File: src/rtl/pwmk_pkg.sv
package pwmk_pkg;
  localparam int unsigned MODE_W   = 3;
  localparam int unsigned KEY_BIT  = 3;
  localparam int unsigned REG_CTRL = 0;
  localparam int unsigned REG_EN   = 1;
  localparam int unsigned REG_DIS  = 2;
  localparam int unsigned N_GRP    = 2;

  typedef struct packed {
    logic rise;
    logic fall;
    logic lvl;
    logic lvl_hi;
  } sense_t;

  // 000 off, 001 rise, 010 fall, 011 both, 10X level low, 11X level high
  function automatic sense_t decode_mode(input logic [MODE_W-1:0] m);
    sense_t s;
    s = '0;
    if (m[2]) begin
      s.lvl    = 1'b1;
      s.lvl_hi = m[1];
    end else begin
      s.rise = m[0];
      s.fall = m[1];
    end
    return s;
  endfunction
endpackage

File: src/rtl/pwmk_sync.sv
module pwmk_sync #(
  parameter int unsigned STAGES = 2
) (
  input  logic clk_i,
  input  logic rst_ni,
  input  logic d_i,
  output logic q_o
);
  logic [STAGES-1:0] ff_q;

  always_ff @(posedge clk_i or negedge rst_ni) begin
    if (!rst_ni) ff_q <= '0;
    else         ff_q <= {ff_q[STAGES-2:0], d_i};
  end

  assign q_o = ff_q[STAGES-1];
endmodule

File: src/rtl/pwmk_detect.sv
module pwmk_detect
  import pwmk_pkg::*;
(
  input  logic              clk_i,
  input  logic              rst_ni,
  input  logic              s_i,
  input  logic [MODE_W-1:0] mode_i,
  output logic              edge_o,
  output logic              lvl_o
);
  sense_t sen;
  logic   prev_q;

  always_ff @(posedge clk_i or negedge rst_ni) begin
    if (!rst_ni) prev_q <= 1'b0;
    else         prev_q <= s_i;
  end

  assign sen    = decode_mode(mode_i);
  assign edge_o = (sen.rise & s_i & ~prev_q) | (sen.fall & ~s_i & prev_q);
  assign lvl_o  = sen.lvl & (s_i == sen.lvl_hi);

  AST_OFF_QUIET: assert property (@(posedge clk_i) disable iff (!rst_ni)
    (mode_i == '0) |-> !(edge_o || lvl_o));
endmodule

File: src/rtl/pwmk_regs.sv
module pwmk_regs
  import pwmk_pkg::*;
#(
  parameter int unsigned DATA_W = 8,
  parameter int unsigned ADDR_W = 2
) (
  input  logic              clk_i,
  input  logic              rst_ni,
  input  logic              we_i,
  input  logic [ADDR_W-1:0] addr_i,
  input  logic [DATA_W-1:0] wdata_i,
  input  logic              edge_i,
  input  logic              lvl_i,
  output logic [MODE_W-1:0] mode_o,
  output logic [N_GRP-1:0]  en_o,
  output logic              eff_o,
  output logic [DATA_W-1:0] rdata_o
);
  localparam logic [ADDR_W-1:0] A_CTRL = ADDR_W'(REG_CTRL);
  localparam logic [ADDR_W-1:0] A_EN   = ADDR_W'(REG_EN);
  localparam logic [ADDR_W-1:0] A_DIS  = ADDR_W'(REG_DIS);

  logic [MODE_W-1:0] mode_q;
  logic [N_GRP-1:0]  en_q;
  logic              arm_q;
  logic              dis_q;
  logic              wr_ctrl, wr_en, wr_dis;
  logic              unused_wdata;

  assign wr_ctrl = we_i && (addr_i == A_CTRL);
  assign wr_en   = we_i && (addr_i == A_EN);
  assign wr_dis  = we_i && (addr_i == A_DIS);
  assign unused_wdata = ^wdata_i[DATA_W-1:KEY_BIT+1];

  // unlock: arm, then the very next write must be ctrl with key clear
  always_ff @(posedge clk_i or negedge rst_ni) begin
    if (!rst_ni) begin
      mode_q <= '0;
      arm_q  <= 1'b0;
    end else if (we_i) begin
      if (arm_q) begin
        arm_q <= 1'b0;
        if (wr_ctrl && !wdata_i[KEY_BIT]) mode_q <= wdata_i[MODE_W-1:0];
      end else if (wr_ctrl && wdata_i[KEY_BIT]) begin
        arm_q <= 1'b1;
      end
    end
  end

  always_ff @(posedge clk_i or negedge rst_ni) begin
    if (!rst_ni)    en_q <= '0;
    else if (wr_en) en_q <= wdata_i[N_GRP-1:0];
  end

  // stored flag doubles as level-mode shadow; detected edge wins
  always_ff @(posedge clk_i or negedge rst_ni) begin
    if (!rst_ni)     dis_q <= 1'b0;
    else if (edge_i) dis_q <= 1'b1;
    else if (wr_dis) dis_q <= wdata_i[0];
  end

  assign eff_o  = dis_q | lvl_i;
  assign mode_o = mode_q;
  assign en_o   = en_q;

  always_comb begin
    rdata_o = '0;
    case (addr_i)
      A_CTRL:  rdata_o = DATA_W'({arm_q, mode_q});
      A_EN:    rdata_o = DATA_W'(en_q);
      A_DIS:   rdata_o = DATA_W'(eff_o);
      default: rdata_o = '0;
    endcase
  end

  AST_MODE_GUARDED: assert property (@(posedge clk_i) disable iff (!rst_ni)
    !$stable(mode_q) |-> $past(arm_q && we_i));
  AST_EDGE_SETS: assert property (@(posedge clk_i) disable iff (!rst_ni)
    edge_i |=> dis_q);
  AST_FLAG_HOLD: assert property (@(posedge clk_i) disable iff (!rst_ni)
    (dis_q && !wr_dis) |=> dis_q);
  AST_LVL_READ: assert property (@(posedge clk_i) disable iff (!rst_ni)
    (lvl_i && addr_i == A_DIS) |-> rdata_o[0]);
endmodule

File: src/rtl/pwmk_gate.sv
module pwmk_gate #(
  parameter int unsigned  N_OUT = 6,
  parameter logic [N_OUT-1:0] IDLE = '0
) (
  input  logic             block_i,
  input  logic [N_OUT-1:0] d_i,
  output logic [N_OUT-1:0] q_o
);
  for (genvar g = 0; g < N_OUT; g++) begin : g_bit
    assign q_o[g] = block_i ? IDLE[g] : d_i[g];
  end
endmodule

File: src/rtl/pwm_shutdown.sv
module pwm_shutdown
  import pwmk_pkg::*;
#(
  parameter int unsigned N_OUT  = 6,
  parameter int unsigned DATA_W = 8,
  parameter int unsigned ADDR_W = 2,
  parameter logic [N_OUT-1:0] IDLE_A = '0,
  parameter logic [N_OUT-1:0] IDLE_B = '0
) (
  input  logic              clk_i,
  input  logic              rst_ni,
  input  logic              shut_i,
  input  logic              we_i,
  input  logic [ADDR_W-1:0] addr_i,
  input  logic [DATA_W-1:0] wdata_i,
  output logic [DATA_W-1:0] rdata_o,
  input  logic [N_OUT-1:0]  pwm_a_i,
  input  logic [N_OUT-1:0]  pwm_b_i,
  output logic [N_OUT-1:0]  pwm_a_o,
  output logic [N_OUT-1:0]  pwm_b_o
);
  logic              shut_s;
  logic              edge_hit, lvl_act, eff;
  logic [MODE_W-1:0] mode;
  logic [N_GRP-1:0]  en;

  pwmk_sync #(.STAGES(2)) u_sync (
    .clk_i, .rst_ni, .d_i(shut_i), .q_o(shut_s)
  );

  pwmk_detect u_det (
    .clk_i, .rst_ni, .s_i(shut_s), .mode_i(mode), .edge_o(edge_hit), .lvl_o(lvl_act)
  );

  pwmk_regs #(.DATA_W(DATA_W), .ADDR_W(ADDR_W)) u_regs (
    .clk_i, .rst_ni, .we_i, .addr_i, .wdata_i,
    .edge_i(edge_hit), .lvl_i(lvl_act),
    .mode_o(mode), .en_o(en), .eff_o(eff), .rdata_o
  );

  pwmk_gate #(.N_OUT(N_OUT), .IDLE(IDLE_A)) u_gate_a (
    .block_i(eff & en[0]), .d_i(pwm_a_i), .q_o(pwm_a_o)
  );

  pwmk_gate #(.N_OUT(N_OUT), .IDLE(IDLE_B)) u_gate_b (
    .block_i(eff & en[1]), .d_i(pwm_b_i), .q_o(pwm_b_o)
  );

  AST_BLOCK_A: assert property (@(posedge clk_i) disable iff (!rst_ni)
    (lvl_act && en[0]) |-> (pwm_a_o == IDLE_A));
  AST_PASS_B: assert property (@(posedge clk_i) disable iff (!rst_ni)
    !en[1] |-> (pwm_b_o == pwm_b_i));
endmodule

File: config.mk
export PLATFORM = sky130hd
export DESIGN_NAME = pwm_shutdown
export DESIGN_NICKNAME = d
export VERILOG_FILES = /design/src/rtl/pwmk_pkg.sv /design/src/rtl/pwmk_sync.sv /design/src/rtl/pwmk_detect.sv /design/src/rtl/pwmk_regs.sv /design/src/rtl/pwmk_gate.sv /design/src/rtl/pwm_shutdown.sv
export SDC_FILE = /design/constraint.sdc
export NUM_CORES = 1
export LEC_CHECK = 0
export ABC_CLOCK_PERIOD_IN_PS = 2500
export CAP_MARGIN = 20
export CORE_AREA = 5 5 42 44
export DETAILED_ROUTE_END_ITERATION = 7
export DIE_AREA = 0 0 47 49
export DONT_BUFFER_PORTS = 1
export GPL_TIMING_DRIVEN = 0
export PLACE_DENSITY = 0.64
export SLEW_MARGIN = 30
export SYNTH_ARGS = -nofsm -noshare
export SYNTH_HDL_FRONTEND = slang
export SYNTH_HIERARCHICAL = 1
export SYNTH_SLANG_ARGS = --single-unit
File: constraint.sdc
create_clock -name clk_i -period 2.5 [get_ports clk_i]
set_input_delay 0.25 -clock clk_i [delete_from_list [all_inputs] [get_ports clk_i]]
set_output_delay 0.25 -clock clk_i [all_outputs]
set_load 0.02 [all_outputs]
==> flow_summary.ini <==
[run_status]
run_status = finished clean

[worst_setup_path]
worstSetupPathType = reg -> out
worstSetupEndpointType = output pin
crit_family = simple AND/OR/NAND/NOR gates
crit_top_cell = and2_1
worstSetupStartpoint = u_regs/mode_o[1]
cp_max_fo = 6
crit_required_ns = 2.25
cp-start-kind = flop
timing.rr.start = u_regs/arm_q
arrival_ns = 1.86
cpMaxStageDelayCell = dfrtp_1
crit_buf_inv = 0
slowest_delay_ns = 0.42
path_cells = xnor2_1 > and2_1 > or2_2 > and2_1 > nor2b_1

[floorplanning]
rows = 14
coreArea_um2 = 1400
die_w_um = 47
boundaryPins = 46
fp.dieH_um = 49
die_area_um2 = 2300
start_util_pct = 41.8

[cells_and_area]
layout_commonest_cell = nor2b_1
drive_above_1_share_pct = 25.8
finalNetCount = 93
syn_to_final_growth_pct = 15.0
final_util_pct = 48.0
antennaDiodeCount = 0
layout_common_cells = nor2b_1 (12), dfrtp_1 (10), mux2_2 (5)

[placed_design]
gp_congestion = 0.690
io_buffers = 0
hpwl_um = 954

[power_and_ir_drop]
ir_drop_v = 0.000302
pwr_density_cell_nw_per_um2 = 717
p_leak_nw = 0.315

[timing]
hold_slack_ns = 0.0932
min_period_ns = 2.11
tightest_slew_ns = 0.648
max_slew_margin_pct = 56.3
max_freq_mhz = 474
skew_ns = 0.00564
hold_violations = 0
finalCritPeriodShare_pct = 84.3
setup_viol = 0
rsz0062_at_grt = false
fin_tns_setup_ns = 0
drv_slew = 0

[routing]
drc = 0
vias = 423
wl_per_cell_um = 13.7
drt-initial-drc-count = 4
first_pass_iters = 4
postRouteAntennaNets = 0
via_per_inst = 5.16
wl_um = 1120

[logic_synthesis]
syn_avg_cell_area_um2 = 10.3
ys_seq_area_share_pct = 42.7
ys_warn_count = 6
synth.area.top_cells = dfrtp_1 (43%), nor2b_1 (13%), mux2_2 (9.6%)
yosysTopAreaCellShare_pct = 42.7
synth.distinct_cells = 21
synthCells = 57
synth.cell_area_um2 = 586
synth_top_area_cell = dfrtp_1
synth_seq_cells = 10

[grt]
gr-total-overflow = 0
grt_max_degree = 11
grt.total_usage_pct = 9.50
antenna_found_initial = 0
grt_pass1_wl_um = 1600
grt_pass1_vias = 386

[clock_network]
cts_resized = 0
cts_made_buffers = 3
cts.root.buffer_cell = clkbuf_4
cts_tree = done
cts.path.max_buffers = 2
path_clk_slew_ns = 0.07
clock-sinks = 10
clk_latency_ns = 0.26
cts_setup_buffers = 0
cts_htree_levels = 1

[min_path]
hp-start = we_i
min_path_type = in -> reg

[run]
maxCapViolCount = 0
-- state kept, by name, indices dropped and copies added (netlist names) --
register	cells
u_regs/arm_q	1
u_det/prev_q	1
u_regs/en_o	2
u_regs/dis_q	1
u_sync/ff_q	2
u_regs/mode_o	3
-- area by class of cell --
class	instances	area (um2)
repair buffers	2	20.0
clock buffers	4	36.3
well taps	16	20.0
multi-input cells	45	313
flip-flops and latches	10	250
plain buffers	4	30.0
fillers	136	728
inverters	1	3.75
-- cells by family after synthesis --
family                    Yosys count  synth area share, %
xor gates and xnor gates            1                 1.50
buffers and inverters               5                 5.77
other                               1                0.640
DFF                                10                 42.7
and+or+nand+nor                    29                 32.1
AOI/OAI and AO/OA                   3                 2.56
muxes                               8                 14.7
-- what timing repair did --
| item | 4_1_cts | 5_1_grt |
|---|---|---|
| endpoints found under the setup margin | 0 | 0 |
| hold buffers | 1 | 1 |
| endpoints found under the hold margin | 10 | 1 |
-- path summary, 6_finish.rpt --
kind	end	slack (ns)	cells past startpoint
max reg2reg	u_regs/mode_o[2]	1.53	2
max in group asynchronous	u_det/prev_q	1.84	1
min	u_regs/arm_q	0.09	1
min in group asynchronous	u_sync/ff_q[0]	0.36	1
min reg2reg	u_sync/ff_q[1]	0.37	0
max	pwm_b_o[0]	0.39	5
-- per-layer routing --
metal  track usage [%]  part of all wire (%)  wire length, um
met5                 0                     0                0
met4              5.53                     0                0
met3              4.43                    17              191
met2              14.7                    48              540
met1              10.1                    35              392
-- synthesized netlist by cell type, drive strengths merged --
| master | instances |
|---|---|
| nor2b | 12 |
| dfrtp | 10 |
| mux2 | 5 |
| and2 | 4 |
| buf | 4 |
| mux2i | 3 |
| nand3b | 3 |
| nand2 | 2 |
| nor2 | 2 |
| o21ai | 2 |
| a21oi | 1 |
| and2b | 1 |
| conb | 1 |
| inv | 1 |
| nand2b | 1 |
| nand4 | 1 |
| nand4b | 1 |
| nor3 | 1 |
| or2 | 1 |
| xnor2 | 1 |
-- power by group --
group	internal [mW]	switching [mW]
Combinational	0.0486	0.0954
Clock	0.0882	0.0525
Sequential	0.183	0.0147
-- stage by stage --
stage               worst slack (ns)  power (mW)  cell area (um2)  cells
global route                   0.270       0.518              673     82
global placement               0.676       0.339              617     76
floorplan                      0.776       0.325              597     60
detailed placement             0.660       0.342              617     76
CTS                            0.366       0.489              663     81
finish                         0.391       0.483              673     82
(Power assumes the default switching activity.)
